**config.mk**
```make
export PLATFORM = sky130hd
export DESIGN_NAME = txs_mux
export DESIGN_NICKNAME = d
export VERILOG_FILES = /design/src/rtl/txs_pkg.sv /design/src/rtl/txs_serializer.sv /design/src/rtl/txs_scanner.sv /design/src/rtl/txs_regs.sv /design/src/rtl/txs_mux.sv
export SDC_FILE = /design/constraint.sdc
export NUM_CORES = 1
export LEC_CHECK = 0
export ABC_AREA = 1
export BUFFER_PORTS_ARGS = -buffer_cell sky130_fd_sc_hd__buf_2
export CAP_MARGIN = 5
export CORE_ASPECT_RATIO = 2
export CORE_MARGIN = 1.5
export CORE_UTILIZATION = 60
export DETAILED_ROUTE_END_ITERATION = 6
export PLACE_DENSITY = 0.81
export SETUP_SLACK_MARGIN = 0.3
export SLEW_MARGIN = 25
export SYNTH_ARGS = -nofsm -noshare
export SYNTH_HDL_FRONTEND = slang
export SYNTH_HIERARCHICAL = 1
export SYNTH_SLANG_ARGS = --single-unit
```
**constraint.sdc**
```tcl
create_clock -name clk -period 2.8 [get_ports clk]
set_input_delay 0.56 -clock clk [delete_from_list [all_inputs] [get_ports clk]]
set_output_delay 0.56 -clock clk [all_outputs]
set_load 0.05 [all_outputs]
```
**src/rtl/txs_pkg.sv**
```systemverilog
package txs_pkg;
  localparam int CLR_BIT  = 4;
  localparam int SCAN_BIT = 5;
  localparam int LINE_LSB = 8;
  localparam int DTR_BIT  = 10;
  localparam int TIE_BIT  = 14;
  localparam int RDY_BIT  = 15;

  typedef enum logic [1:0] {
    A_CTRL  = 2'd0,
    A_TCTL  = 2'd1,
    A_TDATA = 2'd2,
    A_SPARE = 2'd3
  } reg_addr_e;
endpackage

```
**src/rtl/txs_serializer.sv**
```systemverilog
module txs_serializer #(
  parameter int CHAR_BITS      = 8,
  parameter int CYCLES_PER_BIT = 4
) (
  input  logic                 clk,
  input  logic                 rst_n,
  input  logic                 clr,
  input  logic                 load,
  input  logic [CHAR_BITS-1:0] data,
  output logic                 busy,
  output logic                 sout
);
  localparam int FRAME  = CHAR_BITS + 2;
  localparam int CNT_W  = $clog2(FRAME + 1);
  localparam int TICK_W = (CYCLES_PER_BIT > 1) ? $clog2(CYCLES_PER_BIT) : 1;

  logic [FRAME-1:0]  sh;
  logic [CNT_W-1:0]  left;
  logic [TICK_W-1:0] tick;

  always_ff @(posedge clk or negedge rst_n) begin
    if (!rst_n) begin
      sh   <= '1;
      left <= '0;
      tick <= '0;
    end else if (clr) begin
      sh   <= '1;
      left <= '0;
      tick <= '0;
    end else if (load) begin
      sh   <= {1'b1, data, 1'b0};
      left <= CNT_W'(FRAME);
      tick <= '0;
    end else if (left != '0) begin
      if (tick == TICK_W'(CYCLES_PER_BIT - 1)) begin
        tick <= '0;
        sh   <= {1'b1, sh[FRAME-1:1]};
        left <= left - 1'b1;
      end else begin
        tick <= tick + 1'b1;
      end
    end
  end

  assign busy = (left != '0);
  assign sout = busy ? sh[0] : 1'b1;

  // the scanner never hands a busy serializer a second character
  a_r7_no_load_when_busy: assert property (@(posedge clk) disable iff (!rst_n)
    load |-> !busy);
  // an accepted character starts with a low start bit
  a_r5_start_bit: assert property (@(posedge clk) disable iff (!rst_n)
    (load && !clr) |=> (busy && !sout));
endmodule

```
**src/rtl/txs_scanner.sv**
```systemverilog
module txs_scanner #(
  parameter int NUM_LINES = 4,
  localparam int LW = (NUM_LINES > 1) ? $clog2(NUM_LINES) : 1
) (
  input  logic                 clk,
  input  logic                 rst_n,
  input  logic                 clr,
  input  logic                 scan_en,
  input  logic [NUM_LINES-1:0] en,
  input  logic [NUM_LINES-1:0] busy,
  input  logic                 load,
  output logic                 ready,
  output logic [LW-1:0]        cur_line
);
  logic [LW-1:0] ptr;

  function automatic logic [LW-1:0] nxt(input logic [LW-1:0] l);
    return (l == LW'(NUM_LINES - 1)) ? '0 : l + 1'b1;
  endfunction

  always_ff @(posedge clk or negedge rst_n) begin
    if (!rst_n) begin
      ready    <= 1'b0;
      ptr      <= '0;
      cur_line <= '0;
    end else if (clr) begin
      ready    <= 1'b0;
      ptr      <= '0;
      cur_line <= '0;
    end else if (ready) begin
      if (load || !scan_en || !en[cur_line]) begin
        ready <= 1'b0;
        ptr   <= nxt(cur_line);
      end
    end else if (scan_en) begin
      if (en[ptr] && !busy[ptr]) begin
        ready    <= 1'b1;
        cur_line <= ptr;
      end else begin
        ptr <= nxt(ptr);
      end
    end
  end

  // a freshly offered line has an idle serializer
  a_r7_offer_idle: assert property (@(posedge clk) disable iff (!rst_n)
    $rose(ready) |-> !busy[cur_line]);
  // an accepting write drops ready in the next cycle
  a_r5_accept_clears: assert property (@(posedge clk) disable iff (!rst_n)
    (ready && load) |=> !ready);
  // with scanning off, ready cannot appear
  a_r3_scan_off: assert property (@(posedge clk) disable iff (!rst_n)
    (!scan_en && !ready) |=> !ready);
  // a masked offered line is dropped
  a_r8_drop_masked: assert property (@(posedge clk) disable iff (!rst_n)
    (ready && !en[cur_line]) |=> !ready);
endmodule

```
**src/rtl/txs_regs.sv**
```systemverilog
module txs_regs
  import txs_pkg::*;
#(
  parameter int NUM_LINES    = 4,
  parameter int CHAR_BITS    = 8,
  parameter int CLEAR_CYCLES = 16,
  localparam int LW = (NUM_LINES > 1) ? $clog2(NUM_LINES) : 1
) (
  input  logic                 clk,
  input  logic                 rst_n,
  input  logic [1:0]           addr,
  input  logic                 wr,
  input  logic [15:0]          wdata,
  output logic [15:0]          rdata,
  input  logic                 ready,
  input  logic [LW-1:0]        cur_line,
  output logic                 clr,
  output logic                 scan_en,
  output logic                 tie,
  output logic [NUM_LINES-1:0] en,
  output logic                 dtr_bit,
  output logic                 data_wr,
  output logic [CHAR_BITS-1:0] tx_char
);
  localparam int CW = $clog2(CLEAR_CYCLES + 1);

  logic [CW-1:0] clr_cnt;
  reg_addr_e     a;

  assign a   = reg_addr_e'(addr);
  assign clr = (clr_cnt != '0);

  always_ff @(posedge clk or negedge rst_n) begin
    if (!rst_n) begin
      clr_cnt <= '0;
      scan_en <= 1'b0;
      tie     <= 1'b0;
      en      <= '0;
      dtr_bit <= 1'b0;
    end else if (clr) begin
      clr_cnt <= clr_cnt - 1'b1;
      scan_en <= 1'b0;
      tie     <= 1'b0;
      en      <= '0;
      dtr_bit <= 1'b0;
    end else if (wr) begin
      case (a)
        A_CTRL: begin
          if (wdata[CLR_BIT]) begin
            clr_cnt <= CW'(CLEAR_CYCLES);
          end else begin
            scan_en <= wdata[SCAN_BIT];
            tie     <= wdata[TIE_BIT];
          end
        end
        A_TCTL: begin
          en      <= wdata[NUM_LINES-1:0];
          dtr_bit <= wdata[DTR_BIT];
        end
        default: ;
      endcase
    end
  end

  assign data_wr = wr && (a == A_TDATA) && !clr;
  assign tx_char = wdata[CHAR_BITS-1:0];

  always_comb begin
    rdata = '0;
    case (a)
      A_CTRL: begin
        rdata[CLR_BIT]           = clr;
        rdata[SCAN_BIT]          = scan_en;
        rdata[TIE_BIT]           = tie;
        rdata[RDY_BIT]           = ready;
        rdata[LINE_LSB +: LW]    = cur_line;
      end
      A_TCTL: begin
        rdata[NUM_LINES-1:0] = en;
        rdata[DTR_BIT]       = dtr_bit;
      end
      default: ;
    endcase
  end

  // while clearing, every control bit settles to zero
  a_r10_clear_zeroes: assert property (@(posedge clk) disable iff (!rst_n)
    clr |=> (en == '0 && !tie && !scan_en && !dtr_bit));
  // a clear in progress runs to its end without restarting
  a_r10_clear_counts_down: assert property (@(posedge clk) disable iff (!rst_n)
    (clr && $past(clr)) |-> (clr_cnt < $past(clr_cnt)));
endmodule

```
**src/rtl/txs_mux.sv**
```systemverilog
module txs_mux
  import txs_pkg::*;
#(
  parameter int NUM_LINES      = 4,
  parameter int CHAR_BITS      = 8,
  parameter int CYCLES_PER_BIT = 4,
  parameter int CLEAR_CYCLES   = 16
) (
  input  logic                 clk,
  input  logic                 rst_n,
  input  logic [1:0]           reg_addr,
  input  logic                 reg_wr,
  input  logic [15:0]          reg_wdata,
  output logic [15:0]          reg_rdata,
  output logic                 tx_irq,
  output logic [NUM_LINES-1:0] ser_out,
  output logic                 dtr_n
);
  localparam int LW = (NUM_LINES > 1) ? $clog2(NUM_LINES) : 1;

  logic                 clr, scan_en, tie, dtr_bit, data_wr, ready, accept;
  logic [NUM_LINES-1:0] en, busy, load;
  logic [LW-1:0]        cur_line;
  logic [CHAR_BITS-1:0] tx_char;

  txs_regs #(
    .NUM_LINES(NUM_LINES), .CHAR_BITS(CHAR_BITS), .CLEAR_CYCLES(CLEAR_CYCLES)
  ) u_regs (
    .clk(clk), .rst_n(rst_n), .addr(reg_addr), .wr(reg_wr), .wdata(reg_wdata),
    .rdata(reg_rdata), .ready(ready), .cur_line(cur_line), .clr(clr),
    .scan_en(scan_en), .tie(tie), .en(en), .dtr_bit(dtr_bit),
    .data_wr(data_wr), .tx_char(tx_char)
  );

  txs_scanner #(.NUM_LINES(NUM_LINES)) u_scan (
    .clk(clk), .rst_n(rst_n), .clr(clr), .scan_en(scan_en), .en(en),
    .busy(busy), .load(accept), .ready(ready), .cur_line(cur_line)
  );

  assign accept = data_wr && ready;

  for (genvar i = 0; i < NUM_LINES; i++) begin : g_line
    assign load[i] = accept && (cur_line == LW'(i));
    txs_serializer #(
      .CHAR_BITS(CHAR_BITS), .CYCLES_PER_BIT(CYCLES_PER_BIT)
    ) u_ser (
      .clk(clk), .rst_n(rst_n), .clr(clr), .load(load[i]), .data(tx_char),
      .busy(busy[i]), .sout(ser_out[i])
    );
  end

  assign tx_irq = ready && tie;
  assign dtr_n  = ~dtr_bit;

  // at most one serializer takes a character per write
  a_r5_single_load: assert property (@(posedge clk) disable iff (!rst_n)
    $onehot0(load));
  // a clear leaves every line idle one cycle later
  a_r10_lines_idle: assert property (@(posedge clk) disable iff (!rst_n)
    clr |=> (ser_out == '1));
  // a data write without ready starts no frame
  a_r6_ignored_write: assert property (@(posedge clk) disable iff (!rst_n)
    (data_wr && !ready) |-> (load == '0));
endmodule

```
==> metrics.cfg, run 1 <==
[run_status]
status=finished, final reports clean

[drt]
ant_nets=0
drcViolationCount=0
viasPerCell=5.37
dr.pass1.iters=4
drtIter0Drc=135
wl_per_cell_um=13.5
vias=3719
routed_wl_um=9340

[critical_path]
cp-end-kind=output port
crit_type=flip-flop to output port
regToRegEndpoint=g_line[3].u_ser/left[3]
worstRegToRegCells=12
endpoint=reg_rdata[4]
slowest_stage=dfrtp_1
crit_path_cell_trace=inv_1 -> ha_1 -> nand3b_2 -> buf_8 -> nand2_1 -> inv_1 -> buf_2
r2r-start=u_regs/clr_cnt[0]
startpoint=u_regs/clr_cnt[0]
cp_max_fo=27
cpPeakStageDelay_ns=0.35
path_buf_inv=4
cp.depth=7
path_delay_family=buffers and inverters
critPathMostFrequentCell=inv_1
worst_ep_arrival_time_ns=1.81
rrSetupSlack_ns=0.52
cp-start-kind=flip-flop
required_ns=2.24

[sta]
setup_tns_ns=0
maxSlewViolCount=0
fin_crit_ns=2.37
period_share_pct=84.6
finalClockSkew_ns=0.00818
setup_violations=0
max_clock_freq_mhz=422
worst_pin_slew_ns=0.695
hold_ws_ns=0.243
relSlewSlack_pct=53.7
rsz0062_at_grt=no
hold_viol_final=0

[power_and_ir_drop]
seqPwrFrac_pct=36.9
p_leak_nw=2.58
comb_power_share_pct=38.9
vdd_drop_max_mv=0.595
p_int_mw=2.72
p_per_area_mw_per_mm2=894
clockPowerShare_pct=24.2
p_sw_mw=1.84
p_sw_share_pct=40.4

[floorplanning]
die_area_mm2=0.00851
rows=45
core_mm2=0.00766
die_x_um=66.0
initial_utilization_pct=62.2
die_height_um=129
io_pins=43

[yosys]
yosysSeqAreaShare_pct=41.4
avgSynthCellArea_um2=8.32
ys_ff_latch=77
syn_inst=572
synth_cell_type_count=32
syn-cell-area_mm2=0.00476
yosysWarnings=6

[finish]
n_fill_cell=669
mostFrequentLayoutCell=nand2_1
final_cell_mix=99 x nand2_1, 88 x inv_1, 63 x nor2_1
final_nets=629
fin_area_mm2=0.00510
synthToLayoutAreaGrowth_pct=7.15
diodes=0
drive_gt1_share_pct=30.1

[placed_design]
globalplace.congestion=0.833
placed_cell_area_mm2=0.00480
hpwl_um=6620
io_buffers=31

[clocking]
clock-sinks=77
cts-root-buf=clkbuf_16
clockBufferDepth=2
insertion_delay_ns=0.33
cts_tree=built
clk_pin_slew_ns=0.06
cts-hold-fix-buffers=0
cts_buffers=9
h-tree-depth=3

[grt]
met3_usage_pct=4.90
grt.met2_usage_pct=43.6
grt_pass1_wl_um=15900
grt_max_degree=78
grt_remaining_overflow=0
track_usage_pct=24.2
use_met1_pct=26.1
antenna_found_initial=0
gr-max-usage-layer=met2
first_global_vias=3720

[job]
max_cap_viol_count=0

[hold_path]
worstHoldPathType=input port to async pin

Yosys cell counts (all sizes together):
cell	number	share of area, %
nand3b	4	0.71
a31oi	4	0.53
nand3	42	5.6
nand4	6	0.79
o22ai	7	0.92
or2	2	0.26
o21a	1	0.16
ha	15	3.9
buf	26	5.4
dfstp	36	20
nor2	77	7.4
inv	89	7.0
dfrtp	41	22
o21ai	58	9.2
clkinv	1	0.079
conb	1	0.079
nand2	123	12
a21oi	39	4.5
how the worst min path moves through the flow:
stage                                startpoint                 endpoint  slack, ns  cells past startpoint
final                                     rst_n        u_regs/clr_cnt[2]       0.24                      1
after detailed placement  g_line[3].u_ser/sh[8]    g_line[3].u_ser/sh[8]       0.46                      2
after global placement    g_line[3].u_ser/sh[8]    g_line[3].u_ser/sh[8]       0.45                      2
after floorplan                           rst_n  g_line[0].u_ser/left[0]       0.26                      0
after global routing                      rst_n       u_scan/cur_line[1]       0.31                      1
after CTS                                 rst_n        u_regs/clr_cnt[2]       0.41                      1
routing by layer:
layer	routed length, µm	up-vias
met2	5060	73
met3	317	19
met4	298	0
met5	0	-
li1	-	1848
met1	3670	1779
final cells by class:
class                   instances  area [µm²]  area share, %
well taps                      94         118           2.31
inverters                      90         338           6.62
flip-flops and latches         77        1970           38.7
clock buffers                  10         239           4.68
clock inverters                 6        47.5          0.932
multi-input cells             383        2210           43.3
repair buffers                 32         176           3.46
stage by stage:
| step | std cells | util (%) | worst slack [ns] | power, mW |
|---|---|---|---|---|
| after CTS | 692 | 66.5 | 0.311 | 4.58 |
| final | 692 | 66.6 | 0.431 | 4.56 |
| after floorplan | 576 | - | 0.750 | 3.30 |
| after global routing | 692 | 66.6 | 0.326 | 4.87 |
| after detailed placement | 676 | 62.7 | 0.480 | 3.46 |
| after global placement | 676 | 62.7 | 0.536 | 3.38 |
state kept, by name, indices dropped and copies added (netlist names):
signal and flops:
g_line.u_ser/sh 36, g_line.u_ser/left 16, g_line.u_ser/tick 8, u_regs/clr_cnt 5, u_regs/en 4, u_scan/cur_line 2
u_scan/ptr 2, u_regs/dtr_bit 1, u_regs/scan_en 1, u_regs/tie 1, u_scan/ready 1
repair_timing:
action	in CTS	in global routing
resized for setup	0	2
setup endpoints to repair	0	1
setup buffers	0	0
power by group through the flow:
stage               registers [mW]  clock network (mW)  logic, mW
global placement              1.68                   0       1.70
finish                        1.68                1.10       1.77
CTS                           1.68                1.12       1.78
floorplan                     1.65                   0       1.64
global route                  1.71                1.16       2.00
detailed placement            1.70                   0       1.77
logic make-up (layout without fill, tap and decap cells):
| family | after synthesis | after routing | share of synthesized area [%] |
|---|---|---|---|
| adders and majority gates | 15 | 15 | 3.94 |
| AOI/OAI and AO/OA | 109 | 109 | 15.3 |
| DFF | 77 | 77 | 41.4 |
| other | 1 | 5 | 0.0788 |
| and+or+nand+nor | 254 | 254 | 26.8 |
| buffers and inverters | 116 | 138 | 12.5 |
(Power assumes the default switching activity.)
==> run 2: changes to the inputs <==
ABC_AREA = 0   (was 1)
clock period = 2.4 ns   (was 2.8 ns; I/O delays follow)
==> run 2 against run 1 <==
Design area grew 18%; wire length rose by 49%; critical path depth grew 4; area after synthesis is 3.0% lower; clock power up 14%; critical endpoint is now g_line[3].u_ser/sh[0]; largest cell class unchanged; highest routed layer unchanged.
==> metrics.cfg, run 2 <==
[finish]
n_fill_cell=419  ; -37%
fin_area_mm2=0.00602  ; +18%
final_cell_mix=58 x buf_4, 50 x nor2_1, 44 x a211oi_2
final-seq-area_mm2=0.00197  ; unchanged
diodes=0  ; unchanged
utilization_pct=79.8  ; +13 points
multi_input_area_mm2=0.00272  ; +23%
mostFrequentLayoutCell=buf_4
regMostFlops=g_line.u_ser/sh
synthToLayoutAreaGrowth_pct=30.4
drive_gt1_share_pct=51.3  ; +21 points
final_nets=593  ; -5.7%
largest_register_ffs=36  ; unchanged
reg_top3=g_line.u_ser/sh (36), g_line.u_ser/left (16), g_line.u_ser/tick (8)

[critical_path]
slowest_stage=dfrtp_1
worst_ep_arrival_time_ns=2.65  ; +0.84 ns
crit_path_cell_trace=inv_2 -> ha_4 -> nor4b_4 -> inv_2 -> nor3_4 -> buf_4 -> and4_4 -> buf_6 -> inv_4 -> o211a_1 -> a311o_1
required_ns=2.66  ; +0.42 ns
worstRegToRegCells=11  ; -1
path_delay_family=simple AND/OR/NAND/NOR gates
cp-end-kind=flip-flop
regToRegEndpoint=g_line[3].u_ser/sh[0]
critPathMostFrequentCell=inv_2
cpPeakStageDelay_ns=0.42  ; +0.07 ns
crit_type=flip-flop to flip-flop
rrSetupSlack_ns=0.02  ; -0.50 ns
cp_max_fo=5  ; -81%
r2r-start=u_regs/clr_cnt[0]
path_buf_inv=5  ; +1
cp-start-kind=flip-flop

[yosys]
synthAdderAreaFrac_pct=4.07  ; +0.12 points
synth_top_area_share_pct=22.2  ; +0.68 points
syn_inst=465  ; -19%
syn-cell-area_mm2=0.00462  ; -3.0%
avgSynthCellArea_um2=9.93  ; +19%
yosysSeqAreaShare_pct=42.7  ; +1.3 points
yosys-top-cells-area=dfrtp_1 22%, dfstp_2 20%, a211oi_1 7.2%
synth_common_cells=71 x nor2_1, 44 x a211oi_1, 41 x dfrtp_1, 36 x dfstp_2, 27 x nand2_1
synth-compound-area-share_pct=20.4  ; +5.2 points
ys.flop_type=dfrtp_1
yosys.area_share.simple_pct=21.8  ; -5.1 points
yosysWarnings=6  ; unchanged
synth-edff-count=0  ; unchanged
synthArstFlopShare_pct=100  ; unchanged
yosysTopAreaCell=dfrtp_1
synthMuxAreaShare_pct=2.44  ; +2.4 points
synthMostInstantiatedCell=nor2_1
synthXorXnorAreaFrac_pct=0.569  ; +0.57 points
synth_cell_type_count=53  ; +66%
synth_top_family_by_area=simple AND/OR/NAND/NOR gates
ys_ff_latch=77  ; unchanged

[power_and_ir_drop]
p_per_area_mw_per_mm2=622  ; -30%
total_power_mw=3.74  ; -18%
vdd_drop_max_mv=1.10  ; +84%
p_leak_nw=2.37  ; -8.2%

[clocking]
clock-sinks=77  ; unchanged
insertion_delay_ns=0.35  ; +0.02 ns
h-tree-depth=3  ; unchanged
cts-root-buf=clkbuf_16
clk_pin_slew_ns=0.06  ; about the same
cts_tree=built
cts_buffers=9  ; unchanged
clockBufferDepth=2  ; unchanged
cts-hold-fix-buffers=0  ; unchanged

[sta]
hold_ws_ns=0.139  ; -0.104 ns
hold_viol_final=0  ; unchanged
worst_pin_slew_ns=0.630  ; -0.0649 ns
max_clock_freq_mhz=420
setup_violations=0  ; unchanged
period_share_pct=99.3
finalClockSkew_ns=0.00831  ; +0.000129 ns
maxSlewViolCount=0  ; unchanged
relSlewSlack_pct=57.9  ; +4.3 points
rsz0062_at_grt=yes
fin_crit_ns=2.38

[grt]
track_usage_pct=28.6  ; +4.4 points
grt_pass1_wl_um=18500  ; +16%
grt_remaining_overflow=0  ; unchanged
first_global_vias=3961  ; +6.5%
antenna_found_initial=0  ; unchanged
grt_max_degree=78  ; unchanged

[drt]
dr.pass1.iters=5  ; +1
ant_nets=0  ; unchanged
drcViolationCount=0  ; unchanged
vias=4294  ; +15%
drtIter0Drc=410  ; +200%
viasPerCell=6.56  ; +22%
wl_per_cell_um=21.2  ; +57%
routed_wl_um=13900  ; +49%

[floorplanning]
rows=45  ; unchanged
initial_utilization_pct=61.2  ; -1.0 points
io_pins=43  ; unchanged
core_mm2=0.00754  ; -1.5%
die_x_um=65.0  ; -1.5%
die_area_mm2=0.00826  ; -2.9%
die_height_um=127  ; -1.5%

[run_status]
status=finished, final reports clean

[placed_design]
globalplace.congestion=0.843  ; +1.3%
placed_cell_area_mm2=0.00481  ; +0.21%
io_buffers=31  ; unchanged
hpwl_um=6860  ; +3.7%

[hold_path]
worstHoldPathType=input port to async pin

[job]
max_cap_viol_count=0  ; unchanged

run 2: area by class of cell:
class                           count  share of cell area [%]
Clock buffer                       15                    4.28
Inverter                           28                    1.89
Multi-Input combinational cell    335                    45.2
Sequential cell                    77                    32.8
Tap cell                           94                    1.95
Timing Repair Buffer              106                    13.9
run 2: worst max-delay path by stage:
stage | start | end | slack [ns] | cells past startpoint
floorplan | u_regs/clr_cnt[0] | g_line[0].u_ser/sh[3] | 0.008 | 12
global placement | u_regs/clr_cnt[0] | g_line[0].u_ser/sh[5] | 0.17 | 9
detailed placement | u_regs/clr_cnt[0] | g_line[2].u_ser/sh[7] | 0.11 | 9
CTS | u_regs/clr_cnt[0] | g_line[1].u_ser/sh[0] | 0.26 | 9
global route | u_regs/clr_cnt[0] | g_line[2].u_ser/sh[4] | -0.07 | 9
finish | u_regs/clr_cnt[0] | g_line[3].u_ser/sh[0] | 0.02 | 11
run 2: layer usage:
metal	up-vias	GRT usage, %	share of wire (%)
met1	2150	33.0	36
met5	-	0	0
met2	244	50.5	52
li1	1834	-	-
met3	66	4.14	5.9
met4	0	14.5	5.9
run 2: metrics by stage:
| stage | setup WS, ns | setup TNS (ns) | std cells |
|---|---|---|---|
| 2_1_floorplan | 0.00764 | 0 | 469 |
| 4_1_cts | 0.258 | 0 | 625 |
| 3_3_place_gp | 0.169 | 0 | 577 |
| 5_1_grt | -0.0660 | -0.484 | 655 |
| 6_report | 0.0167 | 0 | 655 |
| 3_5_place_dp | 0.109 | 0 | 577 |
run 2: kinds of logic (layout without fill, tap and decap cells):
kind of cell    after synthesis  after routing
compound gates              120            120
xor+xnor                      3              3
fa+ha+maj                    15             15
buf+inv                      60            149
flops                        77             77
mux                          10             10
other cells                   1              5
simple gates                179            182
run 2: where the power goes:
part           internal (mW)  total (mW)  switching [mW]
Sequential              1.36        1.45          0.0925
Clock                  0.725        1.25           0.523
Combinational          0.437        1.05           0.608
run 2: what timing repair did:
item / 4_1_cts / 5_1_grt
buffers inserted: 30 / 30
cloned: 3 / 0
pin swaps: 22 / 48
resized for setup: 35 / 93
endpoints found under the setup margin: 44 / 68
